### config.mk
export PLATFORM = sky130hd
export DESIGN_NAME = sdram_cmd_mode_dec
export DESIGN_NICKNAME = d
export VERILOG_FILES = /design/src/rtl/sdram_dec_pkg.sv /design/src/rtl/sdram_cmd_classify.sv /design/src/rtl/sdram_mode_check.sv /design/src/rtl/sdram_mode_reg.sv /design/src/rtl/sdram_cmd_mode_dec.sv
export SDC_FILE = /design/constraint.sdc
export NUM_CORES = 1
export LEC_CHECK = 0
export BUFFER_PORTS_ARGS = -buffer_cell sky130_fd_sc_hd__buf_2
export CAP_MARGIN = 20
export CORE_MARGIN = 2
export CORE_UTILIZATION = 40
export DETAILED_ROUTE_END_ITERATION = 7
export MAX_ROUTING_LAYER = met4
export PLACE_DENSITY = 0.76
export SYNTH_ARGS = -nofsm -noshare
export SYNTH_HDL_FRONTEND = slang
export SYNTH_SLANG_ARGS = --single-unit
### constraint.sdc
create_clock -name clk -period 1 [get_ports clk]
set_input_delay 0 -clock clk [delete_from_list [all_inputs] [get_ports clk]]
set_output_delay 0 -clock clk [all_outputs]
set_load 0.02 [all_outputs]
### src/rtl/sdram_dec_pkg.sv
package sdram_dec_pkg;

   localparam int CMD_N   = 8;
   localparam int CMD_NOP = 0;
   localparam int CMD_ACT = 1;
   localparam int CMD_RD  = 2;
   localparam int CMD_WR  = 3;
   localparam int CMD_PRE = 4;
   localparam int CMD_REF = 5;
   localparam int CMD_MRS = 6;
   localparam int CMD_BST = 7;

   localparam int MODE_BITS = 10;

   typedef struct packed {
      logic [1:0] cas_lat;
      logic       interleave;
      logic [2:0] bl_code;
      logic       single_wr;
   } mode_t;

   localparam mode_t MODE_RESET = '{cas_lat: 2'd3, interleave: 1'b0,
                                    bl_code: 3'b000, single_wr: 1'b0};

   function automatic logic [CMD_N-1:0] cmd_onehot(input logic cs_n,
                                                   input logic ras_n,
                                                   input logic cas_n,
                                                   input logic we_n);
      logic [CMD_N-1:0] v;
      v = '0;
      if (cs_n) begin
         v[CMD_NOP] = 1'b1;
      end else begin
         unique case ({ras_n, cas_n, we_n})
            3'b111: v[CMD_NOP] = 1'b1;
            3'b011: v[CMD_ACT] = 1'b1;
            3'b101: v[CMD_RD]  = 1'b1;
            3'b100: v[CMD_WR]  = 1'b1;
            3'b010: v[CMD_PRE] = 1'b1;
            3'b001: v[CMD_REF] = 1'b1;
            3'b000: v[CMD_MRS] = 1'b1;
            default: v[CMD_BST] = 1'b1;
         endcase
      end
      return v;
   endfunction

endpackage

### src/rtl/sdram_cmd_classify.sv
module sdram_cmd_classify
   import sdram_dec_pkg::*;
(
   input  logic             clk,
   input  logic             rst_n,
   input  logic             cs_n,
   input  logic             ras_n,
   input  logic             cas_n,
   input  logic             we_n,
   input  logic             cke,
   output logic [CMD_N-1:0] hot_now,
   output logic [CMD_N-1:0] cmd_q
);

   // A low clock enable suspends decoding entirely.
   always_comb begin
      hot_now = cke ? cmd_onehot(cs_n, ras_n, cas_n, we_n) : '0;
   end

   always_ff @(posedge clk or negedge rst_n) begin
      if (!rst_n) cmd_q <= '0;
      else        cmd_q <= hot_now;
   end

endmodule

### src/rtl/sdram_mode_check.sv
module sdram_mode_check
   import sdram_dec_pkg::*;
#(
   parameter bit FULL_PAGE_EN = 1'b1
)(
   input  logic [MODE_BITS-1:0] val,
   output logic                 legal,
   output mode_t                nxt
);

   logic bl_short_ok;
   logic bl_page_ok;
   logic cl_ok;
   logic op_ok;

   assign bl_short_ok = (val[2] == 1'b0);
   assign cl_ok       = (val[6:4] == 3'b010) || (val[6:4] == 3'b011);
   assign op_ok       = (val[8:7] == 2'b00);

   generate
      if (FULL_PAGE_EN) begin : g_page
         // full page allows sequential ordering only
         assign bl_page_ok = (val[2:0] == 3'b111) && !val[3];
      end else begin : g_no_page
         assign bl_page_ok = 1'b0;
      end
   endgenerate

   assign legal = (bl_short_ok || bl_page_ok) && cl_ok && op_ok;

   always_comb begin
      nxt.cas_lat    = {1'b1, val[4]};
      nxt.interleave = val[3];
      nxt.bl_code    = val[2:0];
      nxt.single_wr  = val[9];
   end

endmodule

### src/rtl/sdram_mode_reg.sv
module sdram_mode_reg
   import sdram_dec_pkg::*;
(
   input  logic  clk,
   input  logic  rst_n,
   input  logic  wr_en,
   input  logic  legal,
   input  mode_t nxt,
   output mode_t mode_q,
   output logic  err_q
);

   always_ff @(posedge clk or negedge rst_n) begin
      if (!rst_n) begin
         mode_q <= MODE_RESET;
         err_q  <= 1'b0;
      end else begin
         err_q <= wr_en && !legal;
         if (wr_en && legal) mode_q <= nxt;
      end
   end

endmodule

### src/rtl/sdram_cmd_mode_dec.sv
module sdram_cmd_mode_dec
   import sdram_dec_pkg::*;
#(
   parameter int ADDR_W       = 12,
   parameter int COL_BITS     = 10,
   parameter bit FULL_PAGE_EN = 1'b1
)(
   input  logic                clk,
   input  logic                rst_n,
   input  logic                cs_n,
   input  logic                ras_n,
   input  logic                cas_n,
   input  logic                we_n,
   input  logic                cke,
   input  logic [ADDR_W-1:0]   addr,
   output logic                cmd_nop,
   output logic                cmd_act,
   output logic                cmd_rd,
   output logic                cmd_wr,
   output logic                cmd_pre,
   output logic                cmd_ref,
   output logic                cmd_mrs,
   output logic                cmd_bst,
   output logic                mode_err,
   output logic [1:0]          cas_lat,
   output logic                burst_interleave,
   output logic [COL_BITS:0]   burst_len,
   output logic                write_single
);

   localparam int LEN_W = COL_BITS + 1;

   generate
      if (ADDR_W < MODE_BITS) begin : g_bad_addr
         $error("ADDR_W must cover the mode value bits");
      end
      if (COL_BITS < 3 || COL_BITS > 16) begin : g_bad_cols
         $error("COL_BITS must lie between 3 and 16");
      end
      if (ADDR_W > MODE_BITS) begin : g_hi
         logic unused_hi;
         assign unused_hi = ^addr[ADDR_W-1:MODE_BITS];
      end
   endgenerate

   logic [CMD_N-1:0] hot_now;
   logic [CMD_N-1:0] cmd_q;
   logic             legal;
   mode_t            nxt;
   mode_t            mode_q;

   sdram_cmd_classify u_cls (
      .clk     (clk),
      .rst_n   (rst_n),
      .cs_n    (cs_n),
      .ras_n   (ras_n),
      .cas_n   (cas_n),
      .we_n    (we_n),
      .cke     (cke),
      .hot_now (hot_now),
      .cmd_q   (cmd_q)
   );

   sdram_mode_check #(.FULL_PAGE_EN(FULL_PAGE_EN)) u_chk_val (
      .val   (addr[MODE_BITS-1:0]),
      .legal (legal),
      .nxt   (nxt)
   );

   sdram_mode_reg u_mreg (
      .clk    (clk),
      .rst_n  (rst_n),
      .wr_en  (hot_now[CMD_MRS]),
      .legal  (legal),
      .nxt    (nxt),
      .mode_q (mode_q),
      .err_q  (mode_err)
   );

   assign cmd_nop = cmd_q[CMD_NOP];
   assign cmd_act = cmd_q[CMD_ACT];
   assign cmd_rd  = cmd_q[CMD_RD];
   assign cmd_wr  = cmd_q[CMD_WR];
   assign cmd_pre = cmd_q[CMD_PRE];
   assign cmd_ref = cmd_q[CMD_REF];
   assign cmd_mrs = cmd_q[CMD_MRS];
   assign cmd_bst = cmd_q[CMD_BST];

   assign cas_lat          = mode_q.cas_lat;
   assign burst_interleave = mode_q.interleave;
   assign write_single     = mode_q.single_wr;

   always_comb begin
      unique case (mode_q.bl_code)
         3'b000:  burst_len = LEN_W'(1);
         3'b001:  burst_len = LEN_W'(2);
         3'b010:  burst_len = LEN_W'(4);
         3'b011:  burst_len = LEN_W'(8);
         default: burst_len = LEN_W'(1) << COL_BITS;
      endcase
   end

endmodule

# Yosys cells after proc, flatten, opt, wreduce, memory -nomap -nowiden

Index checks and enable logic that the tools add are counted.

Equal/unequal tests: 12
Multiplexer cells: 12
Bitwise operators: 1
Reductions and logical operators: 13

Operators with widths:

| cell               | count |
|---|---|
| $pmux 11 s4        | 1 |
| $eq 3x2->1 const B | 6 |
| $eq 3x3->1 const B | 4 |
| $mux 1             | 9 |
| $mux 8             | 1 |
| $mux 7             | 1 |
| $reduce_or 7->1    | 1 |
| $eq 3x1->1 const B | 2 |
| $logic_not 3->1    | 2 |
| $logic_and 1x1->1  | 5 |
| $logic_not 1->1    | 2 |
| $logic_not 2->1    | 1 |
| $logic_or 1x1->1   | 2 |
| $not 1->1          | 1 |

Bits in registers: 15

# Logic depth before layout (Yosys ltp)

Depth in word-level cells: 7
Mapped depth: 4

# Modules after synthesis

A second synthesis with hierarchy kept.

Cell total of the unflattened synthesis: 63
Area, all modules: 738.2 µm²

Modules (own cells, without submodules):

| module             | instances | cells an instance | area each (µm²) |
|---|---|---|---|
| sdram_mode_reg     | 1         | 17                | 296.5 |
| sdram_cmd_classify | 1         | 23                | 281.5 |
| sdram_cmd_mode_dec | 1         | 12                | 81.3 |
| sdram_mode_check   | 1         | 11                | 78.8 |

# Worst setup path after synthesis

OpenSTA, ideal clock, no wires.

Path kind: in2reg
Start point: input port addr[6]
End point: register u_mreg.mode_q[0] (netlist name)
Setup time: 0.125 ns
Arrival time: 1.439 ns
Data required time: 0.875 ns
Path slack: -0.564 ns
Stages: 3
Path buffers: 0
Path through: or4b_1 > a2111oi_4 > mux2_2

Cells in the longest elaborated chain, start to end: 5
Elaborated cells between the ends (all ways): 6
Classes of those cells: eq/ne: 2; reduce/logical: 4

RTL lines:

| element                          | line                     | source |
|---|---|---|
| start, declared                  | sdram_cmd_mode_dec.sv:15 | `input logic [ADDR_W-1:0] addr,` |
| $eq 3x2->1                       | sdram_mode_check.sv:17   | `assign cl_ok = (val[6:4] == 3'b010) \|\| (val[6:4] == 3'b011);` |
| $logic_or 1x1->1 *               | sdram_mode_check.sv:17   |  |
| $logic_and 1x1->1 * (2 in a row) | sdram_mode_check.sv:29   | `assign legal = (bl_short_ok \|\| bl_page_ok) && cl_ok && op_ok;` |
| $logic_and 1x1->1 *              | sdram_mode_reg.sv:19     | `if (wr_en && legal) mode_q <= nxt;` |

Every way passes the cells marked *; elsewhere a longest branch is shown, timed or not.
A chain may end at the register's enable or synchronous reset.

# Worst setup path in the final report

Start point: input port addr[6]
End point: register u_mreg.mode_q[2] (netlist name)

Cells in the longest elaborated chain, start to end: 5
Elaborated cells between the ends (all ways): 6
Classes of those cells: eq/ne: 2; reduce/logical: 4

RTL lines:

| element                          | line |
|---|---|
| $eq 3x2->1                       | sdram_mode_check.sv:17 |
| $logic_or 1x1->1 *               | sdram_mode_check.sv:17 |
| $logic_and 1x1->1 * (2 in a row) | sdram_mode_check.sv:29 |
| $logic_and 1x1->1 *              | sdram_mode_reg.sv:19 |

Marked as above.

==> results.yml <==
run_status:
  outcome: "finished, violations left"
  violations: "hold timing, setup timing"
global_route:
  grt.busiest_layer: "met2"
  grt_antenna_before_repair: 0
  use_met1_pct: 17.8
  grt_usage_pct: 15.7
  grt_use_met3_pct: 4.00
  grt_overflow_total: 0
  grt_pass1_wl_um: 2100
  grt_pass1_vias: 507
  use_met2_pct: 24.3
  grt_max_degree: 16
logic_synthesis:
  ys_async_sr_fraction_pct: 100
  synth_common_cells: "14 x dfrtp_1, 8 x buf_4, 7 x nor2_1, 6 x mux2_2"
  syn_inst: 57
  synth_edf_count: 0
  syn_area_per_cell_um2: 11.9
  yosysMostFrequentCell: "dfrtp_1"
  ys_types: 20
  yosysTopAreaCellShare_pct: 51.5
  ys_ff_latch: 15
  yosysTopAreaCell: "dfrtp_1"
  synth_area_um2: 681
  synth_area_leaders: "dfrtp_1 51%, mux2_2 9.9%, buf_4 8.8%"
  ys_seq_area_share_pct: 55.3
  yosysWarnings: 0
  synth_flop_cell: "dfrtp_1"
power:
  irDropWorstVdd_v: 0.000726
  leakagePower_nw: 0.558
  power_density_mw_per_mm2: 1150
  finalPower_w: 0.00118
sta:
  period_needed_ps: 1250
  fin_hold_ws_ps: -5.12
  setup_violations: 10
  fmax_mhz: 802
  hold_viol_final: 1
  clock_skew_ps: 0
  rsz0062_at_grt: "yes"
  fin_crit_sh_pct: 125
  drv_slew: 0
  layout_setup_ws_ps: -246
cells_and_area:
  stdcell_count: 121
  drive_above_1_share_pct: 57.1
  syn2layout_area_growth_pct: 50.6
  n_antenna_cell: 0
  n_fill_cell: 127
  final_nets: 125
placed_design:
  io_buffers: 33
  placed_cells: 109
  dpl.hpwl_um: 1120
  gp_congestion: 0.734
critical_path:
  end_kind: "flip-flop"
  cp_max_fo: 5
  required_ps: 1160
  startpoint_type: "primary input"
  crit_arrival_ps: 1410
  criticalPathCategory: "primary input to flip-flop"
floorplanning:
  die_w_um: 45.3
  row_count: 14
  fp.dieH_um: 45.3
  core_mm2: 0.00156
  start_util_pct: 43.7
  dieArea_mm2: 0.00205
  num_io_pins: 43
clock_network:
  cts_tree: "yes"
  clkLatencyLatePin_ps: 270
  cts.sinks: 15
  cts_buffers: 3
  hold_buffers: 7
  cts_max_level: 1
  clock_path_buffers: 2
  path_clk_slew_ps: 80
  root_buffer: "clkbuf_4"
detailed_routing:
  drc: 0
  ant_nets: 0
  wl_per_cell_um: 12.0
  vias_per_cell: 4.55
  firstDrtPassIters: 2
  vias: 551
  drt_wl_total_um: 1460
  drtIter0Drc: 6
flow_run:
  max-cap-violations: 0
hold_path:
  hold_class: "primary input to flip-flop"
state kept, by name (all words and copies together) (netlist names):
signal         flops
u_cls.cmd_q        8
u_mreg.err_q       1
u_mreg.mode_q      6
worst max-delay path: stages:
cell       delay [ps]
buf_6              90
or4b_4            550
a2111oi_4         230
buf_4             210
mux2_2            340
where the power goes:
| part | switching, W | leakage, nW | internal, W |
|---|---|---|---|
| registers | 0.00000930 | 0.202 | 0.000622 |
| clock network | 0.000183 | 0.0150 | 0.000155 |
| logic | 0.000110 | 0.341 | 0.0000979 |
| total | 0.000302 | 0.558 | 0.000875 |
cells in the final DEF (no fill, tap or decap), types with 2 or more instances in the layout:
cell	count
mux2_2	4
buf_4	12
nor3b_2	2
nand2b_1	2
buf_2	29
nor2_1	7
dfrtp_1	13
clkbuf_4	3
mux2_4	2
nand3b_1	2
conb_1	7
dlygate4sd3_1	7
stage by stage:
step	setup WS [ps]	instance area (um2)	util (%)	hold WS, ps	TNS [ps]
after floorplan	-432	704	-	-296	-2550
after global placement	-496	881	56.5	-89.3	-2890
after detailed placement	-545	881	56.5	-76.8	-3150
after CTS	-238	1020	65.2	-15.2	-1540
after global routing	-275	1020	65.7	-6.46	-2010
final	-246	1020	65.7	-5.12	-1600
cells by family (layout without fill, tap and decap cells):
logic type	count (synthesis)	count (layout)	share of synthesized area, %
AO/OA/AOI/OAI	3	3	5.70
flip-flops	15	15	55.3
other	2	7	1.10
buffers and inverters	10	53	9.93
AND/OR/NAND/NOR	21	21	18.0
multiplexers	6	6	9.93
final cells by class:
type | instances | area (um2) | share of cell area, %
multi-input combinational | 37 | 284 | 27.7
sequential | 15 | 378 | 36.9
clock buffer | 4 | 26.3 | 2.56
tap | 16 | 20.0 | 1.95
timing repair buffer | 49 | 317 | 30.9
routing by layer:
| layer | vias up | routed length [um] |
|---|---|---|
| met5 | - | 0 |
| met4 | 0 | 12 |
| met2 | 22 | 734 |
| li1 | 272 | - |
| met1 | 255 | 613 |
| met3 | 2 | 95 |
what timing repair did:
| action | 4_1_cts | 5_1_grt |
|---|---|---|
| resized for setup | 9 | 2 |
| cloned | 0 | 0 |
| endpoints found under the hold margin | 21 | 1 |
| endpoints found under the setup margin | 10 | 10 |
| buffers inserted | 1 | 0 |
| pin swaps | 3 | 0 |
path summary, 6_finish.rpt:
check / startpoint / to / slack, ps / cells after the start
setup reg to reg: u_mreg.mode_q[3] / u_mreg.mode_q[3] / 30 / 2
min in group asynchronous: rst_n / u_mreg.mode_q[4] / 130 / 2
max in group asynchronous: rst_n / u_mreg.mode_q[5] / 560 / 2
setup / recovery: addr[6] / u_mreg.mode_q[2] / -250 / 5
hold reg to reg: u_mreg.mode_q[0] / u_mreg.mode_q[0] / 520 / 1
hold / removal: addr[1] / u_mreg.mode_q[2] / -5 / 2
(Power assumes the default switching activity.)
